<file path="src/rtl/sqrt_iter.sv">
module sqrt_iter #(
  parameter int WIDTH = 16
) (
  input  logic               clk,
  input  logic               rst_n,
  input  logic               start,
  input  logic [WIDTH-1:0]   value,
  output logic               busy,
  output logic               done,
  output logic [WIDTH/2-1:0] root
);
  localparam int RW = WIDTH / 2;
  localparam int CW = $clog2(WIDTH);
  localparam int LW = $clog2(WIDTH + 2) + 1;

  typedef enum logic [1:0] {S_IDLE, S_RUN, S_FIN} state_t;

  state_t           state;
  logic [CW-1:0]    cnt;
  logic [WIDTH-1:0] num, res, tmp, mask, diff;
  logic             accept;

  always_comb begin
    mask = '0;
    mask[WIDTH - 2 - 2 * int'(cnt[CW-1:1])] = 1'b1;
  end

  assign diff   = num - tmp;
  assign accept = !diff[WIDTH-1] || num[WIDTH-1];
  assign busy   = (state != S_IDLE);

  always_ff @(posedge clk) begin
    if (!rst_n) begin
      state <= S_IDLE;
      cnt   <= '0;
      num   <= '0;
      res   <= '0;
      tmp   <= '0;
      done  <= 1'b0;
      root  <= '0;
    end else begin
      done <= 1'b0;
      case (state)
        S_IDLE: if (start) begin
          state <= S_RUN;
          cnt   <= '0;
          num   <= value;
          res   <= '0;
        end
        S_RUN: begin
          cnt <= cnt + 1'b1;
          if (!cnt[0]) begin
            tmp <= res + mask;
            res <= res >> 1;
          end else if (accept) begin
            num <= diff;
            res <= res + mask;
          end
          if (cnt == CW'(WIDTH - 1)) state <= S_FIN;
        end
        default: begin
          state <= S_IDLE;
          root  <= res[RW-1:0];
          done  <= 1'b1;
        end
      endcase
    end
  end

  logic [LW-1:0] lat;
  always_ff @(posedge clk) begin
    if (!rst_n)                   lat <= '0;
    else if (state == S_IDLE)     lat <= '0;
    else                          lat <= lat + 1'b1;
  end

  a_r3_done_pulse: assert property (@(posedge clk) disable iff (!rst_n)
    done |=> !done);
  a_r3_no_done_while_busy: assert property (@(posedge clk) disable iff (!rst_n)
    busy |-> !done);
  a_r3_latency: assert property (@(posedge clk) disable iff (!rst_n)
    $rose(done) |-> $past(lat) == LW'(WIDTH));
  a_r2_accept: assert property (@(posedge clk) disable iff (!rst_n)
    (start && !busy) |=> busy);
  a_r7_root_hold: assert property (@(posedge clk) disable iff (!rst_n)
    !done |-> $stable(root));
  a_r4_num_shrinks: assert property (@(posedge clk) disable iff (!rst_n)
    (state == S_RUN && cnt[0] && accept) |=> num == $past(diff));
endmodule

</file>
<file path="config.mk">
export PLATFORM = sky130hd
export DESIGN_NAME = sqrt_iter
export DESIGN_NICKNAME = d
export VERILOG_FILES = /design/src/rtl/sqrt_iter.sv
export SDC_FILE = /design/constraint.sdc
export NUM_CORES = 1
export LEC_CHECK = 0
export BUFFER_PORTS_ARGS = -buffer_cell sky130_fd_sc_hd__buf_2
export CORE_MARGIN = 1
export CORE_UTILIZATION = 65
export CTS_BUF_LIST = sky130_fd_sc_hd__clkbuf_4 sky130_fd_sc_hd__clkbuf_8
export CTS_CLUSTER_SIZE = 25
export DETAILED_ROUTE_END_ITERATION = 6
export PLACE_DENSITY_LB_ADDON = 0.1
export SYNTH_ARGS = -nofsm -noshare
export SYNTH_HDL_FRONTEND = slang
export SYNTH_SLANG_ARGS = --single-unit
</file>
<file path="constraint.sdc">
create_clock -name clk -period 4.22 [get_ports clk]
set_input_delay 0.211 -clock clk [delete_from_list [all_inputs] [get_ports clk]]
set_output_delay 0.211 -clock clk [all_outputs]
set_load 0.1 [all_outputs]
</file>
==> out/summary.txt, run 1 <==
Status - completed
CP Launch Type - flop
Routed vias/inst - 6.12
First-pass DRT Iterations - 5
CP arrival - 3.26 ns
Crit-path max FO - 11
HPWL after detailed placement - 6.98 mm
Worst-case clock buffer depth - 2
Total clock sinks - 63
Worst-case hold path end point - num[12]$_SDFFE_PN0P_
Max Fclk - 0.328 GHz
Post-synth net total - 543
Worst Reg-to-Reg Cells - 9
Slowest stage cell, crit path - a211oi_1
Total setup buffers inserted after CTS - 0
Initial Util - 0.675
PwrDens - 407 nW/um2
Die H - 80.6 um
Asr flop ratio synth - 0
Setup repair after global routing missed its margin - no
Die W - 80.6 um
Routed Antenna Nets - 0
Clk root buf - clkbuf_8
Fin cells - 592
EDFF count, synth - 0
Post-synth top flop - dfxtp_1
Synth Warn # - 0
# placed instances - 576
Worst hold start - value[12]
Avg WL per Cell - 16.5 um
Initial DRC Count - 170
Crit path top cell by count - nor2_1
Hold_buf cts - 0
Vias in the first global route - 3,483
Rows - 28
Reg2Reg Capture Point - res[15]$_SDFFE_PN0P_
Final hold vios - 0
CTS resizes - 0
Area leader, netlist - dfxtp_1
Dominant cells by area after synthesis - dfxtp_1 31%, ha_1 7.8%, nand2_1 6.6%
Clock Latency Late Sink - 0.33 ns
Initial antenna violation count - 0
Setup TNS - 0 ns
Sequential cell area fraction in the yosys report - 0.314
Setup ws final - 1.17 ns
Die area - 6500 um2
Worst setup EP type - flop
Placeable Area - 5960 um2
Clock Skews - 0.00682 ns
Via Count - 3,625
Slew Viols, Final - 0
Slew HR - 0.399
CTS H-tree depth - 3
Tot GR Track Use - 0.318
Port Buf Inserts - 28
GR Overflow Total - 0
Inserted Clock Buffers - 9
Global routing's busiest layer - met2
Leak - 1.74 nW
Mapped Area - 4020 um2
Met1 GRT Util - 0.372
GR Util met2 - 0.563
CTS tree - done
Worst path required time - 4.43 ns
WL final - 9.78 mm
Slack of the worst reg-to-reg path - 1.17 ns
Final setup viols - 0
Peak supply drop - 0.296 mV
Fin crit share - 0.722
Least-Margin Pin Slew - 0.898 ns
Unique masters post-synth - 63
RR Startpoint - cnt[1]$_SDFFE_PN0P_
Synth Instances - 498
Largest net degree at the start of global routing - 40
Global-route wire length before repair - 15.8 mm
Synthesis-stage register bit count - 63
RePlAce Congestion - 0.865
Worst hold-check path type - input pin to flop
Crit path cell chain - nor2_1 > ha_1 > a31oi_1 > a211oi_1 > a21boi_0 > o21ai_0 > nor2_1 > a311oi_1 > o22ai_1
Met3 usage - 0.0614
I/O pins - 29
Clock transition at path regs - 0.07 ns
Share of layout cells above drive strength 1 - 0.132
WS Path Type - flop to flop
Area grow syn2layout - 9.25%
Hold Path Stages - 3
CP max stage delay - 0.55 ns
Place WS - 1.21 ns
Synth top area share - 0.314
# DRC - 0
Diode count - 0
Nets - 557
Post-synthesis area per instance - 8.07 um2
Tmin final - 3.05 ns
Max-Cap Viols - 0
-- cell families after synthesis --
family                   synth area share
flip-flops                          0.314
multiplexers                       0.0582
AND/OR/NAND/NOR                     0.203
AO/OA/AOI/OAI                       0.238
XOR/XNOR                           0.0479
adder cells (fa/ha/maj)            0.0828
buffers and inverters              0.0563
-- report_power, final --
part / internal, mW / switching [mW]
clock: 0.382 / 0.242
combinational: 0.211 / 0.301
sequential: 0.626 / 0.0232
-- worst max-delay path: cells and delay by family, from the launching register on --
family / cells / cell delay, ns
compound gates: 6 / 1.87
fa+ha+maj: 1 / 0.36
flops: 1 / 0.52
simple gates: 2 / 0.18
-- layout by cell type, fill, tap and decap left out, drive strengths merged, types with 6 or more instances in the layout --
cell and instances:
inv 22, xor2 6, and3 8, clkbuf 12, mux2i 20, buf 33
o211ai 10, a211oi 16, dfxtp 63, ha 25, nand2 71, a21oi 24
a31oi 11, nor3 8, nand3 12, a311oi 7, nor2 53, xnor2 16
o21ai 23
-- routing by layer --
layer  vias up  routed length, um
met1      1660               4360
met2       120               4790
met4         0                183
li1       1823                  -
met3        22                448
met5         -                  0
-- stage by stage --
stage                     total power [mW]  utilization  area, um2  hold WS, ns
after floorplan                       1.07            -       4020        0.366
after global placement                1.15        0.697       4150        0.440
after detailed placement              1.16        0.697       4150        0.450
after CTS                             1.79        0.737       4390        0.136
after global routing                  1.88        0.737       4390        0.152
final                                 1.79        0.737       4390        0.153
-- cell usage after synthesis (4+ instances only) --
cell type and number:
a311oi_2 5, nand3_1 11, a221o_1 4, a21o_1 4, nand2_1 71, mux2i_1 20, or3_1 4, clkbuf_1 22
a211oi_1 16, xnor2_1 16, nor3_1 8, a21oi_1 24, nand4_1 5, nor2_1 53, o21ai_0 22, inv_1 22
ha_1 25, and3_1 7, a31oi_1 10, xor2_1 6, o211ai_1 10, dfxtp_1 63
-- state kept, by name, indices dropped and copies added, names as in the netlist --
signal / cells
tmp: 16
state: 2
res: 16
num: 16
done: 1
root: 8
cnt: 4
-- how the worst max path moves through the flow --
| stage | start | end | slack (ns) | depth (start not counted) |
|---|---|---|---|---|
| after floorplan | cnt[1]$_SDFFE_PN0P_ | res[15]$_SDFFE_PN0P_ | 1.73 | 10 |
| after global placement | tmp[10]$_SDFFE_PN0P_ | res[0]$_SDFFE_PN0P_ | 1.36 | 9 |
| after detailed placement | tmp[8]$_SDFFE_PN0P_ | res[9]$_SDFFE_PN0P_ | 1.21 | 9 |
| after CTS | tmp[10]$_SDFFE_PN0P_ | res[9]$_SDFFE_PN0P_ | 1.20 | 9 |
| after global routing | cnt[3]$_SDFFE_PN0P_ | res[15]$_SDFFE_PN0P_ | 0.91 | 10 |
| final | cnt[1]$_SDFFE_PN0P_ | res[15]$_SDFFE_PN0P_ | 1.17 | 9 |
-- area by class of cell --
type | instances | area [um2]
multi-input combinational | 383 | 2530
fill | 486 | 1570
sequential | 63 | 1260
timing repair buffer | 33 | 178
clock buffer | 12 | 165
tap | 75 | 93.8
inverter | 22 | 82.6
clock inverter | 4 | 76.3
Note: power is estimated with default switching activity, not from simulation.
==> run 2, diff against run 1 <==
- CORE_UTILIZATION: 65 -> 57
- clock period: 4.22 -> 2.62 ns (I/O delays scaled with it)
==> run 2 against run 1 <==
  * Final area is 4.6% higher
  * Register-to-register slack lost 1.1 ns
  * Clock-buffer cell count decreased by 1
  * Routed wire length fell by 0.76%
  * Highest routed layer unchanged
  * Clock skew up 0.0029 ns
  * First-iteration DRC count up 34%
  * Sequential share of layout area down 1.2 points
  * Cell count grew 6.9%
  * Global-route usage is 3.6 points lower
==> out/summary.txt, run 2 (synthesis results as in run 1) <==
Finished Cell Area - 4590 um2
I/O pins - 29
Slack of the worst reg-to-reg path - 0.10 ns
Area grow syn2layout - 14.3%
Slew HR - 0.525
Setup TNS - 0 ns
Fill cells - 591
# DRC - 0
Initial Util - 0.592
Routed Antenna Nets - 0
Diode count - 0
First-pass DRT Iterations - 4
Port Buf Inserts - 28
WL final - 9.71 mm
Clock Skews - 0.00969 ns
Total clock sinks - 63
PwrDens - 595 nW/um2
Slowest stage cell, crit path - o311a_1
Max Fclk - 0.397 GHz
Worst setup EP type - flop
Most common library cell in the layout ignoring fill and taps - nand2_1
Slew Viols, Final - 0
Least-Margin Pin Slew - 0.711 ns
CP arrival - 2.74 ns
Place WS - -0.0293 ns
Clk root buf - clkbuf_8
Post-DP Area - 4330 um2
RePlAce Congestion - 0.921
Die W - 86.0 um
Most frequent cells in the layout - 71 x nand2_1, 62 x dfxtp_1, 51 x nor2_1, 29 x buf_2, 24 x a21oi_1
GR Overflow Total - 0
Die area - 7390 um2
Hold_ws - 0.0477 ns
Setup ws final - 0.104 ns
Crit-path max FO - 19
Worst Path Buf+Inv - 2
Die H - 86.0 um
Worst hold-check path type - input pin to flop
WS Path Type - flop to flop
Vias in the first global route - 3,379
Max-Cap Viols - 0
Fin cells - 633
Routed vias/inst - 5.83
Avg WL per Cell - 15.3 um
Top flop regs - num x16, res x16, tmp x16
Worst-case clock buffer depth - 2
Reg2Reg Capture Point - num[10]$_SDFFE_PN0P_
Share of layout cells above drive strength 1 - 0.186
HPWL after detailed placement - 6.79 mm
Peak supply drop - 0.234 mV
Clock transition at path regs - 0.07 ns
GR Util met2 - 0.478
Met1 GRT Util - 0.352
Nets - 578
Tot GR Track Use - 0.282
Global-route wire length before repair - 16.2 mm
Final setup viols - 0
Worst Reg-to-Reg Cells - 9
Inserted Clock Buffers - 9
Rows - 30
Crit path cell chain - inv_1 > ha_2 > and3_4 > nand3_2 > a311o_1 > and2_4 > o311a_1 > buf_12 > o211a_1
Worst-case hold path end point - num[12]$_SDFFE_PN0P_
Worst path required time - 2.85 ns
Status - completed
Placeable Area - 6790 um2
Worst hold start - value[12]
CTS tree - done
Delay-heaviest family, CP - compound AO/OA/AOI/OAI gates
Clock Latency Late Sink - 0.34 ns
CP Launch Type - flop
Initial antenna violation count - 0
RR Startpoint - tmp[9]$_SDFFE_PN0P_
Fin crit share - 0.960
# placed instances - 614
Via Count - 3,692
Largest net degree at the start of global routing - 39
Met3 usage - 0.0645
Initial DRC Count - 228
Global routing's busiest layer - met2
Hold Path Stages - 3
CP max stage delay - 0.39 ns
Tmin final - 2.52 ns
CTS H-tree depth - 3
Final hold vios - 0
Leak - 1.83 nW
[run 2: changes by cell type in the layout (fill, tap and decap cells not counted), sizes merged]
cell,before,now
buf,33,54
clkinv,1,3
bufinv,2,0
clkbuf,12,11
[run 2: worst max-delay path by stage]
stage / cells after the start / slack, ns / startpoint / end
floorplan: 10 / 0.13 / cnt[1]$_SDFFE_PN0P_ / res[15]$_SDFFE_PN0P_
global placement: 10 / 0.06 / tmp[1]$_SDFFE_PN0P_ / num[0]$_SDFFE_PN0P_
detailed placement: 10 / -0.03 / cnt[3]$_SDFFE_PN0P_ / res[13]$_SDFFE_PN0P_
global route: 10 / -0.03 / tmp[3]$_SDFFE_PN0P_ / num[1]$_SDFFE_PN0P_
finish: 9 / 0.10 / tmp[9]$_SDFFE_PN0P_ / num[10]$_SDFFE_PN0P_
CTS: 10 / 0.003 / tmp[1]$_SDFFE_PN0P_ / num[0]$_SDFFE_PN0P_
[run 2: per-stage QoR]
step	utilization	total power, mW
detailed placement	0.637	1.93
CTS	0.665	2.70
finish	0.676	2.73
floorplan	-	1.73
global placement	0.637	1.92
global route	0.676	2.89
[run 2: routing by layer]
| layer | vias to the layer above | share of wire |
|---|---|---|
| met5 | - | 0 |
| met4 | 0 | 0.016 |
| met3 | 16 | 0.051 |
| met2 | 97 | 0.48 |
| met1 | 1718 | 0.46 |
| li1 | 1861 | - |
[run 2: area by class of cell]
type,count,area (um2),share of cell area
clock inverters,4,22.5,0.00490
flip-flops and latches,63,1260,0.275
clock buffers,11,145,0.0316
multi-input cells,383,2600,0.566
inverters,22,82.6,0.0180
well taps,96,120,0.0262
repair buffers,54,362,0.0787
[run 2: worst reg2reg max path, delay by kind of cell, from the launching register on]
kind,cells,cell delay (ns)
AO/OA/AOI/OAI,3,0.98
AND/OR/NAND/NOR,3,0.51
adder cells (fa/ha/maj),1,0.36
flip-flops,1,0.33
buffers and inverters,2,0.22
[run 2: what timing repair did]
action,4_1_cts,5_1_grt
setup endpoints to repair,3,31
hold buffers,0,0
cloned,1,0
pin swaps,0,5
buffers inserted,0,3
resized for setup,5,13
[run 2: power by group]
group / switching [mW] / total, mW / internal (mW)
combinational: 0.518 / 0.939 / 0.421
sequential: 0.0393 / 1.05 / 1.01
clock: 0.377 / 0.746 / 0.369
total: 0.935 / 2.73 / 1.80
==> run 3, diff against run 2 <==
- BUFFER_PORTS_ARGS: -buffer_cell sky130_fd_sc_hd__buf_2 -> unset
- CORE_UTILIZATION: 57 -> 60
- DONT_BUFFER_PORTS: unset -> 1
==> run 3 against run 2 <==
  * The flow now finishes with violations (DRC)
  * First-iteration DRC count shrank 28%
  * Cell count shrank 4.4%
  * Setup slack lost 0.0015 ns
  * Maximum frequency is essentially flat
  * Clock power grew 16%
  * Critical path depth grew 1
  * Global-route usage grew 1.4 points
  * Hold slack lost 0.027 ns
  * Sequential power is essentially flat
  * Critical endpoint is now num[0]$_SDFFE_PN0P_
==> out/summary.txt, run 3 (synthesis results as in run 1) <==
Slew Viols, Final - 0
Final hold vios - 0
Die H - 83.8 um
Slack of the worst reg-to-reg path - 0.10 ns
Hold_ws - 0.0206 ns
Area grow syn2layout - 15.6%
Port Buf Inserts - 0
Placeable Area - 6420 um2
Global-route wire length before repair - 16.7 mm
Initial antenna violation count - 0
Least-Margin Pin Slew - 1.01 ns
Slew HR - 0.324
Routed Antenna Nets - 0
Inserted Clock Buffers - 9
Clock Latency Late Sink - 0.34 ns
Clock Skews - 0.00749 ns
Share of layout cells above drive strength 1 - 0.169
Most common library cell in the layout ignoring fill and taps - nand2_1
Die W - 83.8 um
Status - complete, but fails checks
CTS H-tree depth - 3
PwrDens - 621 nW/um2
Vias in the first global route - 3,628
Rows - 29
GR Overflow Total - 0
Worst-case clock buffer depth - 2
Tot GR Track Use - 0.296
# DRC - 4
Core Util, Final - 0.724
Max Fclk - 0.397 GHz
HPWL after detailed placement - 7.12 mm
# placed instances - 579
RR Startpoint - tmp[10]$_SDFFE_PN0P_
Die area - 7030 um2
Routed vias/inst - 6.25
Worst setup EP type - flop
Peak supply drop - 0.426 mV
Top flop regs - num x16, res x16, tmp x16
Failing checks - DRC
Largest net degree at the start of global routing - 39
Initial Util - 0.626
Fin cells - 605
CP arrival - 2.73 ns
Most frequent cells in the layout - 71 x nand2_1, 60 x dfxtp_1, 52 x nor2_1, 33 x buf_4, 23 x a21oi_1
Avg WL per Cell - 17.3 um
I/O pins - 29
Max-Cap Viols - 0
Tmin final - 2.52 ns
Setup repair after global routing missed its margin - yes
WL final - 10.5 mm
Crit-path max FO - 5
Worst hold-check path type - input pin to flop
Via Count - 3,782
Leak - 1.81 nW
CP Launch Type - flop
CTS tree - done
Nets - 569
Diode count - 0
Setup ws final - 0.103 ns
Initial DRC Count - 164
RePlAce Congestion - 0.966
Worst path required time - 2.83 ns
Crit path launch - tmp[10]$_SDFFE_PN0P_
Worst hold start - value[8]
Place WS - -0.0517 ns
Final setup viols - 0
First-pass DRT Iterations - 6
Fin crit share - 0.961
Total clock sinks - 63
WS Path Type - flop to flop
Clock transition at path regs - 0.08 ns
Clk root buf - clkbuf_8
-- run 3: routing by layer --
layer,GRT usage,part of all wire,up-vias,routed length (um)
li1,-,-,1841,-
met1,0.365,0.44,1774,4610
met2,0.500,0.48,137,4970
met3,0.0682,0.053,30,557
met4,0.111,0.030,0,315
met5,0,0,-,0
-- run 3: cell type report --
cell class / count / area (um2)
Clock inverter: 5 / 58.8
Tap cell: 77 / 96.3
Timing Repair Buffer: 45 / 394
Fill cell: 505 / 1780
Inverter: 22 / 82.6
Clock buffer: 10 / 138
Sequential cell: 63 / 1260
Multi-Input combinational cell: 383 / 2610
-- run 3: what timing repair did --
action | 4_1_cts | 5_1_grt
endpoints found under the hold margin | 26 | 0
pin swaps | 0 | 4
buffers inserted | 0 | 3
endpoints found under the setup margin | 3 | 32
gates cloned | 0 | 1
resized for setup | 3 | 21
hold buffers | 7 | 0
-- run 3: final timing paths --
check                         to  cells after the start
max reg2reg  num[0]$_SDFFE_PN0P_                     10
max          num[0]$_SDFFE_PN0P_                     10
min          num[8]$_SDFFE_PN0P_                      2
min reg2reg  tmp[9]$_SDFFE_PN0P_                      2
-- run 3: critical path: stages (launching register included) --
cell      delay (ns)
dfxtp_1         0.33
inv_1           0.05
ha_2            0.37
and3_4          0.21
nand3_2         0.09
a311o_1         0.37
and2_4          0.21
o311ai_4        0.31
buf_2           0.26
buf_4           0.14
a211oi_1        0.06
-- run 3: report_power, final --
group | internal (mW) | total (mW) | switching (mW)
sequential | 1.01 | 1.05 | 0.0385
clock | 0.460 | 0.867 | 0.407
combinational | 0.437 | 0.973 | 0.536
total | 1.90 | 2.89 | 0.982
-- run 3: metrics by stage --
step | power [mW] | setup TNS (ns) | instance area [um2]
after global placement | 1.93 | -0.0730 | 4270
final | 2.89 | 0 | 4650
after detailed placement | 1.95 | -0.0931 | 4270
after global routing | 3.04 | -0.164 | 4650
after floorplan | 1.73 | 0 | 4020
after CTS | 2.81 | 0 | 4530
